File: src/rtl/sadma_pkg.sv
// Package: shared encodings for the single-address DMA engine.
// Assumes the register select and control bit layout documented in the brief.
package sadma_pkg;

    // Register select codes on the configuration port
    localparam logic [1:0] SEL_SRC  = 2'd0;
    localparam logic [1:0] SEL_DST  = 2'd1;
    localparam logic [1:0] SEL_CNT  = 2'd2;
    localparam logic [1:0] SEL_CTRL = 2'd3;

    // Control word bit positions
    localparam int CB_EN    = 0;
    localparam int CB_DIR   = 1;
    localparam int CB_ACK   = 2;
    localparam int CB_END   = 3;
    localparam int CB_STEP  = 4;   // two bits, 5:4
    localparam int CB_IDLE  = 6;

    // Address step modes
    typedef enum logic [1:0] {
        STEP_HOLD  = 2'b00,
        STEP_UP    = 2'b01,
        STEP_DOWN  = 2'b10,
        STEP_HOLD2 = 2'b11
    } step_e;

    // Sequencer states
    typedef enum logic [1:0] {
        ST_WAIT = 2'd0,
        ST_GAP  = 2'd1,
        ST_XFER = 2'd2
    } seq_e;

endpackage

File: src/rtl/sadma_regs.sv
// Channel register file: two memory address registers, the transfer counter
// and the control word. Steps the address selected by the direction bit and
// counts down after every completed bus cycle.
// Assumes xfer_done is high for exactly one cycle per bus cycle.
module sadma_regs
    import sadma_pkg::*;
#(
    parameter int ADDR_W = 32,
    parameter int CNT_W  = 16,
    parameter int BYTES  = 4
) (
    input  logic              clk,
    input  logic              rst_n,
    input  logic              cfg_we,
    input  logic [1:0]        cfg_sel,
    input  logic [ADDR_W-1:0] cfg_wdata,
    input  logic              xfer_done,
    output logic [ADDR_W-1:0] mem_addr,
    output logic              enable,
    output logic              dir,
    output logic              ack_en,
    output logic              end_en,
    output logic              idle_en,
    output logic              last,
    output logic              done
);

    localparam logic [ADDR_W-1:0] STEP_SZ = ADDR_W'(BYTES);
    localparam logic [CNT_W-1:0]  CNT_ONE = CNT_W'(1);

    logic [ADDR_W-1:0] src_q, dst_q;
    logic [CNT_W-1:0]  cnt_q;
    step_e             step_q;
    logic              wr_ctrl;

    assign wr_ctrl = cfg_we && (cfg_sel == SEL_CTRL);

    // Next address after one transfer, per step mode
    function automatic logic [ADDR_W-1:0] stepped(input logic [ADDR_W-1:0] a,
                                                  input step_e m);
        case (m)
            STEP_UP:   stepped = a + STEP_SZ;
            STEP_DOWN: stepped = a - STEP_SZ;
            default:   stepped = a;
        endcase
    endfunction

    // Source address: software write wins, otherwise step on reads from memory
    always_ff @(posedge clk) begin
        if (!rst_n)
            src_q <= '0;
        else if (cfg_we && cfg_sel == SEL_SRC)
            src_q <= cfg_wdata;
        else if (xfer_done && !dir)
            src_q <= stepped(src_q, step_q);
    end

    // Destination address: software write wins, otherwise step on writes to memory
    always_ff @(posedge clk) begin
        if (!rst_n)
            dst_q <= '0;
        else if (cfg_we && cfg_sel == SEL_DST)
            dst_q <= cfg_wdata;
        else if (xfer_done && dir)
            dst_q <= stepped(dst_q, step_q);
    end

    // Transfer counter: load from software, decrement per bus cycle
    always_ff @(posedge clk) begin
        if (!rst_n)
            cnt_q <= '0;
        else if (cfg_we && cfg_sel == SEL_CNT)
            cnt_q <= cfg_wdata[CNT_W-1:0];
        else if (xfer_done && cnt_q != '0)
            cnt_q <= cnt_q - CNT_ONE;
    end

    // Control fields: written by software, enable cleared on the final transfer
    always_ff @(posedge clk) begin
        if (!rst_n) begin
            enable  <= 1'b0;
            dir     <= 1'b0;
            ack_en  <= 1'b0;
            end_en  <= 1'b0;
            idle_en <= 1'b0;
            step_q  <= STEP_HOLD;
        end else if (wr_ctrl) begin
            enable  <= cfg_wdata[CB_EN] && (cnt_q != '0);
            dir     <= cfg_wdata[CB_DIR];
            ack_en  <= cfg_wdata[CB_ACK];
            end_en  <= cfg_wdata[CB_END];
            idle_en <= cfg_wdata[CB_IDLE];
            step_q  <= step_e'(cfg_wdata[CB_STEP +: 2]);
        end else if (xfer_done && last) begin
            enable  <= 1'b0;
        end
    end

    // Sticky done flag: set on the final transfer, cleared by a new enable
    always_ff @(posedge clk) begin
        if (!rst_n)
            done <= 1'b0;
        else if (wr_ctrl && cfg_wdata[CB_EN])
            done <= 1'b0;
        else if (xfer_done && last)
            done <= 1'b1;
    end

    assign last     = (cnt_q == CNT_ONE);
    assign mem_addr = dir ? dst_q : src_q;

    AST_DONE_STICKY: assert property (@(posedge clk) disable iff (!rst_n)
        (done && !(wr_ctrl && cfg_wdata[CB_EN])) |=> done);
    AST_STOP_AT_END: assert property (@(posedge clk) disable iff (!rst_n)
        (xfer_done && last && !wr_ctrl) |=> (!enable && done));
    AST_COUNT_DOWN: assert property (@(posedge clk) disable iff (!rst_n)
        (xfer_done && !cfg_we && cnt_q != '0) |=> (cnt_q == $past(cnt_q) - CNT_ONE));

endmodule

File: src/rtl/sadma_seq.sv
// Transfer sequencer: waits for a granted request on an enabled channel,
// optionally inserts one idle cycle, then runs one bus cycle and returns to
// waiting. Produces the strobe, acknowledge and end-of-transfer outputs.
// Assumes enable drops in the same edge as the final bus cycle completes.
module sadma_seq
    import sadma_pkg::*;
(
    input  logic clk,
    input  logic rst_n,
    input  logic enable,
    input  logic idle_en,
    input  logic ack_en,
    input  logic end_en,
    input  logic last,
    input  logic dreq,
    input  logic bus_gnt,
    output logic in_cyc,
    output logic in_gap,
    output logic dack_n,
    output logic xfer_end
);

    seq_e state_q, state_d;

    // Next-state selection
    always_comb begin
        state_d = state_q;
        case (state_q)
            ST_WAIT: if (enable && dreq && bus_gnt)
                         state_d = idle_en ? ST_GAP : ST_XFER;
            ST_GAP:  state_d = enable ? ST_XFER : ST_WAIT;
            ST_XFER: state_d = ST_WAIT;
            default: state_d = ST_WAIT;
        endcase
    end

    // State register
    always_ff @(posedge clk) begin
        if (!rst_n)
            state_q <= ST_WAIT;
        else
            state_q <= state_d;
    end

    assign in_cyc   = (state_q == ST_XFER);
    assign in_gap   = (state_q == ST_GAP);
    assign dack_n   = !(in_cyc && ack_en);
    assign xfer_end = end_en && last && (in_cyc || in_gap);

    AST_ONE_CYCLE: assert property (@(posedge clk) disable iff (!rst_n)
        in_cyc |=> !in_cyc);
    AST_GAP_THEN_CYC: assert property (@(posedge clk) disable iff (!rst_n)
        (in_gap && enable) |=> in_cyc);
    AST_START_NEEDS_GNT: assert property (@(posedge clk) disable iff (!rst_n)
        (state_q == ST_WAIT && !(dreq && bus_gnt && enable)) |=> state_q == ST_WAIT);

endmodule

File: src/rtl/sadma_engine.sv
// Top of the single-address DMA channel. Connects the register file to the
// sequencer and drives the external bus master outputs. No data path: the
// peripheral and memory exchange data directly on the external bus.
// Assumes access size equals the bus width (BYTES).
module sadma_engine
    import sadma_pkg::*;
#(
    parameter int ADDR_W = 32,
    parameter int CNT_W  = 16,
    parameter int BYTES  = 4
) (
    input  logic              clk,
    input  logic              rst_n,
    input  logic              cfg_we,
    input  logic [1:0]        cfg_sel,
    input  logic [ADDR_W-1:0] cfg_wdata,
    input  logic              dreq,
    input  logic              bus_gnt,
    output logic [ADDR_W-1:0] bus_addr,
    output logic              bus_cyc,
    output logic              bus_we,
    output logic              bus_idle,
    output logic              dack_n,
    output logic              xfer_end,
    output logic              busy,
    output logic              done
);

    logic [ADDR_W-1:0] mem_addr;
    logic dir, ack_en, end_en, idle_en, last;

    sadma_regs #(.ADDR_W(ADDR_W), .CNT_W(CNT_W), .BYTES(BYTES)) u_regs (
        .clk       (clk),
        .rst_n     (rst_n),
        .cfg_we    (cfg_we),
        .cfg_sel   (cfg_sel),
        .cfg_wdata (cfg_wdata),
        .xfer_done (bus_cyc),
        .mem_addr  (mem_addr),
        .enable    (busy),
        .dir       (dir),
        .ack_en    (ack_en),
        .end_en    (end_en),
        .idle_en   (idle_en),
        .last      (last),
        .done      (done)
    );

    sadma_seq u_seq (
        .clk      (clk),
        .rst_n    (rst_n),
        .enable   (busy),
        .idle_en  (idle_en),
        .ack_en   (ack_en),
        .end_en   (end_en),
        .last     (last),
        .dreq     (dreq),
        .bus_gnt  (bus_gnt),
        .in_cyc   (bus_cyc),
        .in_gap   (bus_idle),
        .dack_n   (dack_n),
        .xfer_end (xfer_end)
    );

    assign bus_addr = bus_cyc ? mem_addr : '0;
    assign bus_we   = bus_cyc && dir;

    AST_ACK_IN_CYC: assert property (@(posedge clk) disable iff (!rst_n)
        !dack_n |-> bus_cyc);
    AST_END_ON_BUS: assert property (@(posedge clk) disable iff (!rst_n)
        xfer_end |-> (bus_cyc || bus_idle));
    AST_NO_CYC_IDLE_CH: assert property (@(posedge clk) disable iff (!rst_n)
        bus_cyc |-> busy);

endmodule

File: config.mk
export PLATFORM = sky130hd
export DESIGN_NAME = sadma_engine
export DESIGN_NICKNAME = d
export VERILOG_FILES = /design/src/rtl/sadma_pkg.sv /design/src/rtl/sadma_regs.sv /design/src/rtl/sadma_seq.sv /design/src/rtl/sadma_engine.sv
export SDC_FILE = /design/constraint.sdc
export NUM_CORES = 1
export LEC_CHECK = 0
export BUFFER_PORTS_ARGS = -buffer_cell sky130_fd_sc_hd__buf_2
export CORE_MARGIN = 2
export CORE_UTILIZATION = 55
export DETAILED_ROUTE_END_ITERATION = 7
export PLACE_DENSITY = 0.89
export SLEW_MARGIN = 20
export SYNTH_ARGS = -nofsm -noshare
export SYNTH_HDL_FRONTEND = slang
export SYNTH_HIERARCHICAL = 1
export SYNTH_SLANG_ARGS = --single-unit
File: constraint.sdc
create_clock -name clk -period 3.96 [get_ports clk]
set_clock_uncertainty 0.15 [all_clocks]
set_input_delay 0.594 -clock clk [delete_from_list [all_inputs] [get_ports clk]]
set_output_delay 0.594 -clock clk [all_outputs]
set_load 0.01 [all_outputs]
Yosys cells after proc, flatten, opt, wreduce, memory -nomap -nowiden. Cells that the tools add are included.

Flip-flop bits (word level): 90. Input port bits: 39. Output and inout bits: 39. Word-level logic and storage cells: 72.

Add/sub/neg operators: 5. Equality and inequality tests: 9. Mux-type cells: 16. Bitwise logic cells: 1. Reduce and logical (&&, ||, !) cells: 30.

Operator list (count): 2-to-1 mux 32 bit (6); one-hot mux 32 bit (2 select lines) (2); adder 32 x 3 -> 32 bit, second input constant (2); subtractor 32 x 3 -> 32 bit, second input constant (2); 2-to-1 mux 16 bit (2); == test 16 x 1 -> 1 bit, second input constant (1); nonzero test 16 bit (1); subtractor 16 x 1 -> 16 bit, second input constant (1); logical AND 1 bit (15); == test 2 bit, second input constant (4); nonzero test 2 bit (4); == test 2 x 1 -> 1 bit, second input constant (3); 2-to-1 mux 2 bit (3); nonzero test 3 bit (2); zero test 2 bit (2); one-hot mux 2 bit (2 select lines) (1); AND reduction 2 bit (2); zero test 1 bit (2); 2-to-1 mux 1 bit (2); != test 2 x 1 -> 1 bit, second input constant (1); OR reduction 2 bit (1); logical OR 1 bit (1); inverter 1 bit (1).

Depth between registers and ports, before layout.
Depth after elaboration: 4. Mapped depth: 16. Mapped depth without buffers: 10.

Cells and area by module. Netlist, hierarchy kept.

Modules (own cells, without submodules): sadma_regs (times used 1, cells an instance 1058, area each 7483.4 um^2, seq. area each 1761.7 um^2); sadma_engine (times used 1, cells an instance 36, area each 262.8 um^2, seq. area each 0.0 um^2); sadma_seq (times used 1, cells an instance 17, area each 138.9 um^2, seq. area each 40.0 um^2).

Worst setup path after synthesis. Ideal clock, no wire load.

Path type: flip-flop to flip-flop. From: reg u_regs.step_q[0]. To: reg u_regs.src_q[22]. Library setup time: 118 ps. Data arrival time: 3432 ps. Required time: 3692 ps. Path slack: 259 ps. Cell stages (with the launch flop): 17. Buffers on the path: 6. Clock period less this slack: 3701 ps. Cell sequence: dfxtp_1 nand2b_1 buf_2 buf_2 buf_2 buf_1 buf_2 xnor2_1 ha_1 or4_1 buf_2 o21ai_1 nand3_1 o2111a_1 or3_1 a21oi_1 o21ai_1.

Longest elaborated chain between the ends: 4. Elaborated cells on any way between the ends: 7. Classes of those cells: eq/ne: 2; mux: 3; reduce/logical: 2.

Ends and longest elaborated chain: from (decl) (RTL line sadma_regs.sv:33) `step_e step_q;`; from (signal assigned) (RTL line sadma_regs.sv:93) `step_q <= step_e'(cfg_wdata[CB_STEP +: 2]);`; == test 2 bit or == test 2 x 1 -> 1 bit (tied branches) (RTL line sadma_regs.sv:41) `case (m)`; one-hot mux 32 bit (2 select lines) (RTL line sadma_regs.sv:41); 2-to-1 mux 32 bit (RTL line sadma_regs.sv:54) `else if (xfer_done && !dir)`; 2-to-1 mux 32 bit (RTL line sadma_regs.sv:52) `else if (cfg_we && cfg_sel == SEL_SRC)`; to (signal assigned) (RTL line sadma_regs.sv:53) `src_q <= cfg_wdata;`; to (signal assigned) (RTL line sadma_regs.sv:55) `src_q <= stepped(src_q, step_q);`; to (decl) (RTL line sadma_regs.sv:31) `logic [ADDR_W-1:0] src_q, dst_q;`.

Parallel ways exist; a longest one is shown, timed or not. The select of a mux whose other input is x is not followed. A chain may end at the register's enable or synchronous reset.

Worst setup path in the final report.
From: reg u_regs.cnt_q[8]. To: out xfer_end.

Longest elaborated chain between the ends: 3.

Ends and longest elaborated chain: from (decl) (RTL line sadma_regs.sv:32) `logic [CNT_W-1:0] cnt_q;`; from (signal assigned) (RTL line sadma_regs.sv:73) `cnt_q <= cfg_wdata[CNT_W-1:0];`; from (signal assigned) (RTL line sadma_regs.sv:75) `cnt_q <= cnt_q - CNT_ONE;`; == test 16 x 1 -> 1 bit (RTL line sadma_regs.sv:109) `assign last = (cnt_q == CNT_ONE);`; net last (RTL line sadma_engine.sv:30) `logic dir, ack_en, end_en, idle_en, last;`; logical AND 1 bit (2 in series) (RTL line sadma_seq.sv:48) `assign xfer_end = end_en && last && (in_cyc || in_gap);`; to (decl) (RTL line sadma_engine.sv:24) `output logic xfer_end,`.

The timed path passes the listed nets, and every way through them passes these cells.

==> out/results.tsv <==
metric	value	unit
status	finished clean	
area_growth	8.00	%
arrival	2.53	ns
hold_class	reg2reg	
coreArea	13900	sq um
max-cap-violations	0	
clockBufferDepth	2	
initial_core_util	56.6	%
antenna_left	0	
drc	0	
clock_latency	0.36	ns
drive_above_1_share	17.5	%
hpwl	18000	um
final_hold_viol_count	0	
finalSetupViolations	0	
cts_root_buf	clkbuf_16	
yosys_most_used_dff	dfxtp_1	
dieWidth	124	um
drv_slew	0	
cp-end-kind	primary output	
grtUsageTotal	33.6	%
power_frac_clock	36.2	%
insertedDiodeCount	0	
syn_nets	1157	
cts_htree_levels	3	
yosys_warnings	6	
routed_wl	26300	um
nNetsFinal	1153	
worst_slack	0.685	ns
fin_hold_ws	0.310	ns
worst_slew_pin_slew	1.14	ns
drt_iter0_markers	1304	
ios	78	
rsz0062_at_grt	false	
cts_sinks	90	
p_leak	3.10	nW
wl_per_cell	20.3	um
post_cts_buffers	0	
ctsResizeCount	0	
finalPower	2.54	mW
synth.distinct_cells	79	
synth-edff-count	0	
postSynth.asyncResetShare	0	%
ctsHoldBuffers	0	
clk_pin_slew_worst_paths	0.07	ns
period_share	82.7	%
tritoncts	yes	
fill_cells	1174	
synth_area	7890	sq um
p_per_area	299	nW/um^2
syn_inst	1111	
p_int	1.70	mW
fmax	305	MHz
min_period	3.27	ns
ys_ff_latch	90	
grt_first_pass_wirelength	40100	um
drt_pre_antenna_iters	7	
path_class	reg2out	
overflow	0	
syn_avg_cell_area	7.10	sq um
grt_antenna_before_repair	0	
cts_made_buffers	9	
fin_util	61.1	%
die_height	124	um
dieArea	15300	sq um
numPortBuffers	77	
grt_start_max_net_pins	47	
core.rowCount	43	
gp_routability_congestion	0.987	
pwr-share-seq	41.9	%
tns	0	ns
required	3.22	ns
pwr-share-comb	21.8	%
synth-seq-area-share	22.8	%
switching_share	33.2	%
crit_fanout	5	
irDropWorstVdd	0.172	mV
place_ws	0.879	ns
via_per_inst	6.90	
slew_headroom	24.3	%
vias	8918	
p_sw	0.846	mW
start_kind	flop	
grt_pass1_vias	7908	
## metal layers
| metal | wire [um] | track usage [%] | vias to the layer above |
|---|---|---|---|
| met3 | 3090 | 6.82 | 122 |
| li1 | - | - | 4067 |
| met4 | 1290 | 19.1 | 0 |
| met2 | 11900 | 52.1 | 645 |
| met5 | 0 | 0 | - |
| met1 | 10000 | 43.3 | 4084 |
## critical path, stage by stage, from the launching register on
cell and delay (ns):
dfxtp_1 0.34, or4_1 0.61, nor4b_1 0.57, and4_1 0.36
and3_1 0.18, buf_2 0.12
## cell usage after synthesis (all sizes together) (9+ instances only)
master | number | area (sq um)
nand3 | 61 | 305
xnor2 | 41 | 359
inv | 13 | 48.8
xor2 | 22 | 193
nor2 | 110 | 415
a211oi | 25 | 188
mux2 | 35 | 394
mux2i | 16 | 160
o22ai | 12 | 75.1
nand4 | 16 | 100
o31ai | 9 | 67.6
nor4 | 32 | 213
o21ai | 69 | 349
dfxtp | 90 | 1800
or3 | 24 | 150
a21oi | 77 | 385
a31oi | 18 | 113
and2 | 38 | 279
and3 | 27 | 169
nand2 | 94 | 353
a311oi | 9 | 78.8
clkbuf | 77 | 293
buf | 33 | 166
nor3 | 41 | 210
or4 | 15 | 113
## cell usage in the layout, fill, tap and decap left out, types with 24 or more instances in the layout
master	instances
nor3_1	40
xnor2_1	41
mux2_2	32
nor4_1	30
a211oi_1	25
nand3_1	61
o21ai_1	28
buf_2	77
dfxtp_1	90
o21ai_0	40
or3_1	24
a21oi_1	77
and3_1	27
and2_2	33
nor2_1	109
nand2_1	94
## metrics by stage
stage	std cells	area (sq um)
finish	1292	8520
global placement	1275	8190
detailed placement	1275	8190
CTS	1291	8500
global route	1292	8520
floorplan	1111	7890
## final cells by class
cell class,instances,area [sq um],area share [%]
Inverter,14,52.6,0.617
Clock inverter,5,61.3,0.720
Timing Repair Buffer,95,541,6.35
Multi-Input combinational cell,897,5580,65.5
Sequential cell,90,1800,21.2
Clock buffer,11,253,2.97
Tap cell,180,225,2.64
## state kept, by name (all words and copies together), names as in the netlist
register,flops
u_regs/ack_en,1
u_regs/cnt_q,16
u_regs/dir,1
u_regs/done,1
u_regs/dst_q,32
u_regs/enable,1
u_regs/end_en,1
u_regs/idle_en,1
u_regs/src_q,32
u_regs/step_q,2
u_seq/state_q,2
## power groups by stage
| stage | clock network (mW) | logic [mW] | registers (mW) |
|---|---|---|---|
| after detailed placement | 0 | 0.526 | 1.08 |
| after CTS | 0.927 | 0.535 | 1.06 |
| final | 0.922 | 0.556 | 1.07 |
| after global routing | 0.969 | 0.597 | 1.07 |
| after floorplan | 0 | 0.442 | 1.01 |
| after global placement | 0 | 0.513 | 1.08 |
## cell families (layout without fill, tap and decap cells)
family	after synthesis	in the layout	share of synthesized area, %
compound gates	273	273	21.8
xor+xnor	63	63	7.00
fa+ha+maj	7	7	1.11
buf+inv	124	125	6.49
flops	90	90	22.8
mux	51	51	7.03
simple gates	503	503	33.8
## worst paths after layout
path / startpoint / slack, ns / end / depth (start not counted)
max: u_regs/cnt_q[8] / 0.69 / xfer_end / 5
min: u_regs/src_q[1] / 0.31 / u_regs/src_q[1] / 2
max reg2reg: u_regs/step_q[0] / 0.81 / u_regs/src_q[26] / 10
min reg2reg: u_regs/src_q[1] / 0.31 / u_regs/src_q[1] / 2
No activity file was read; power rests on OpenSTA's default activity.
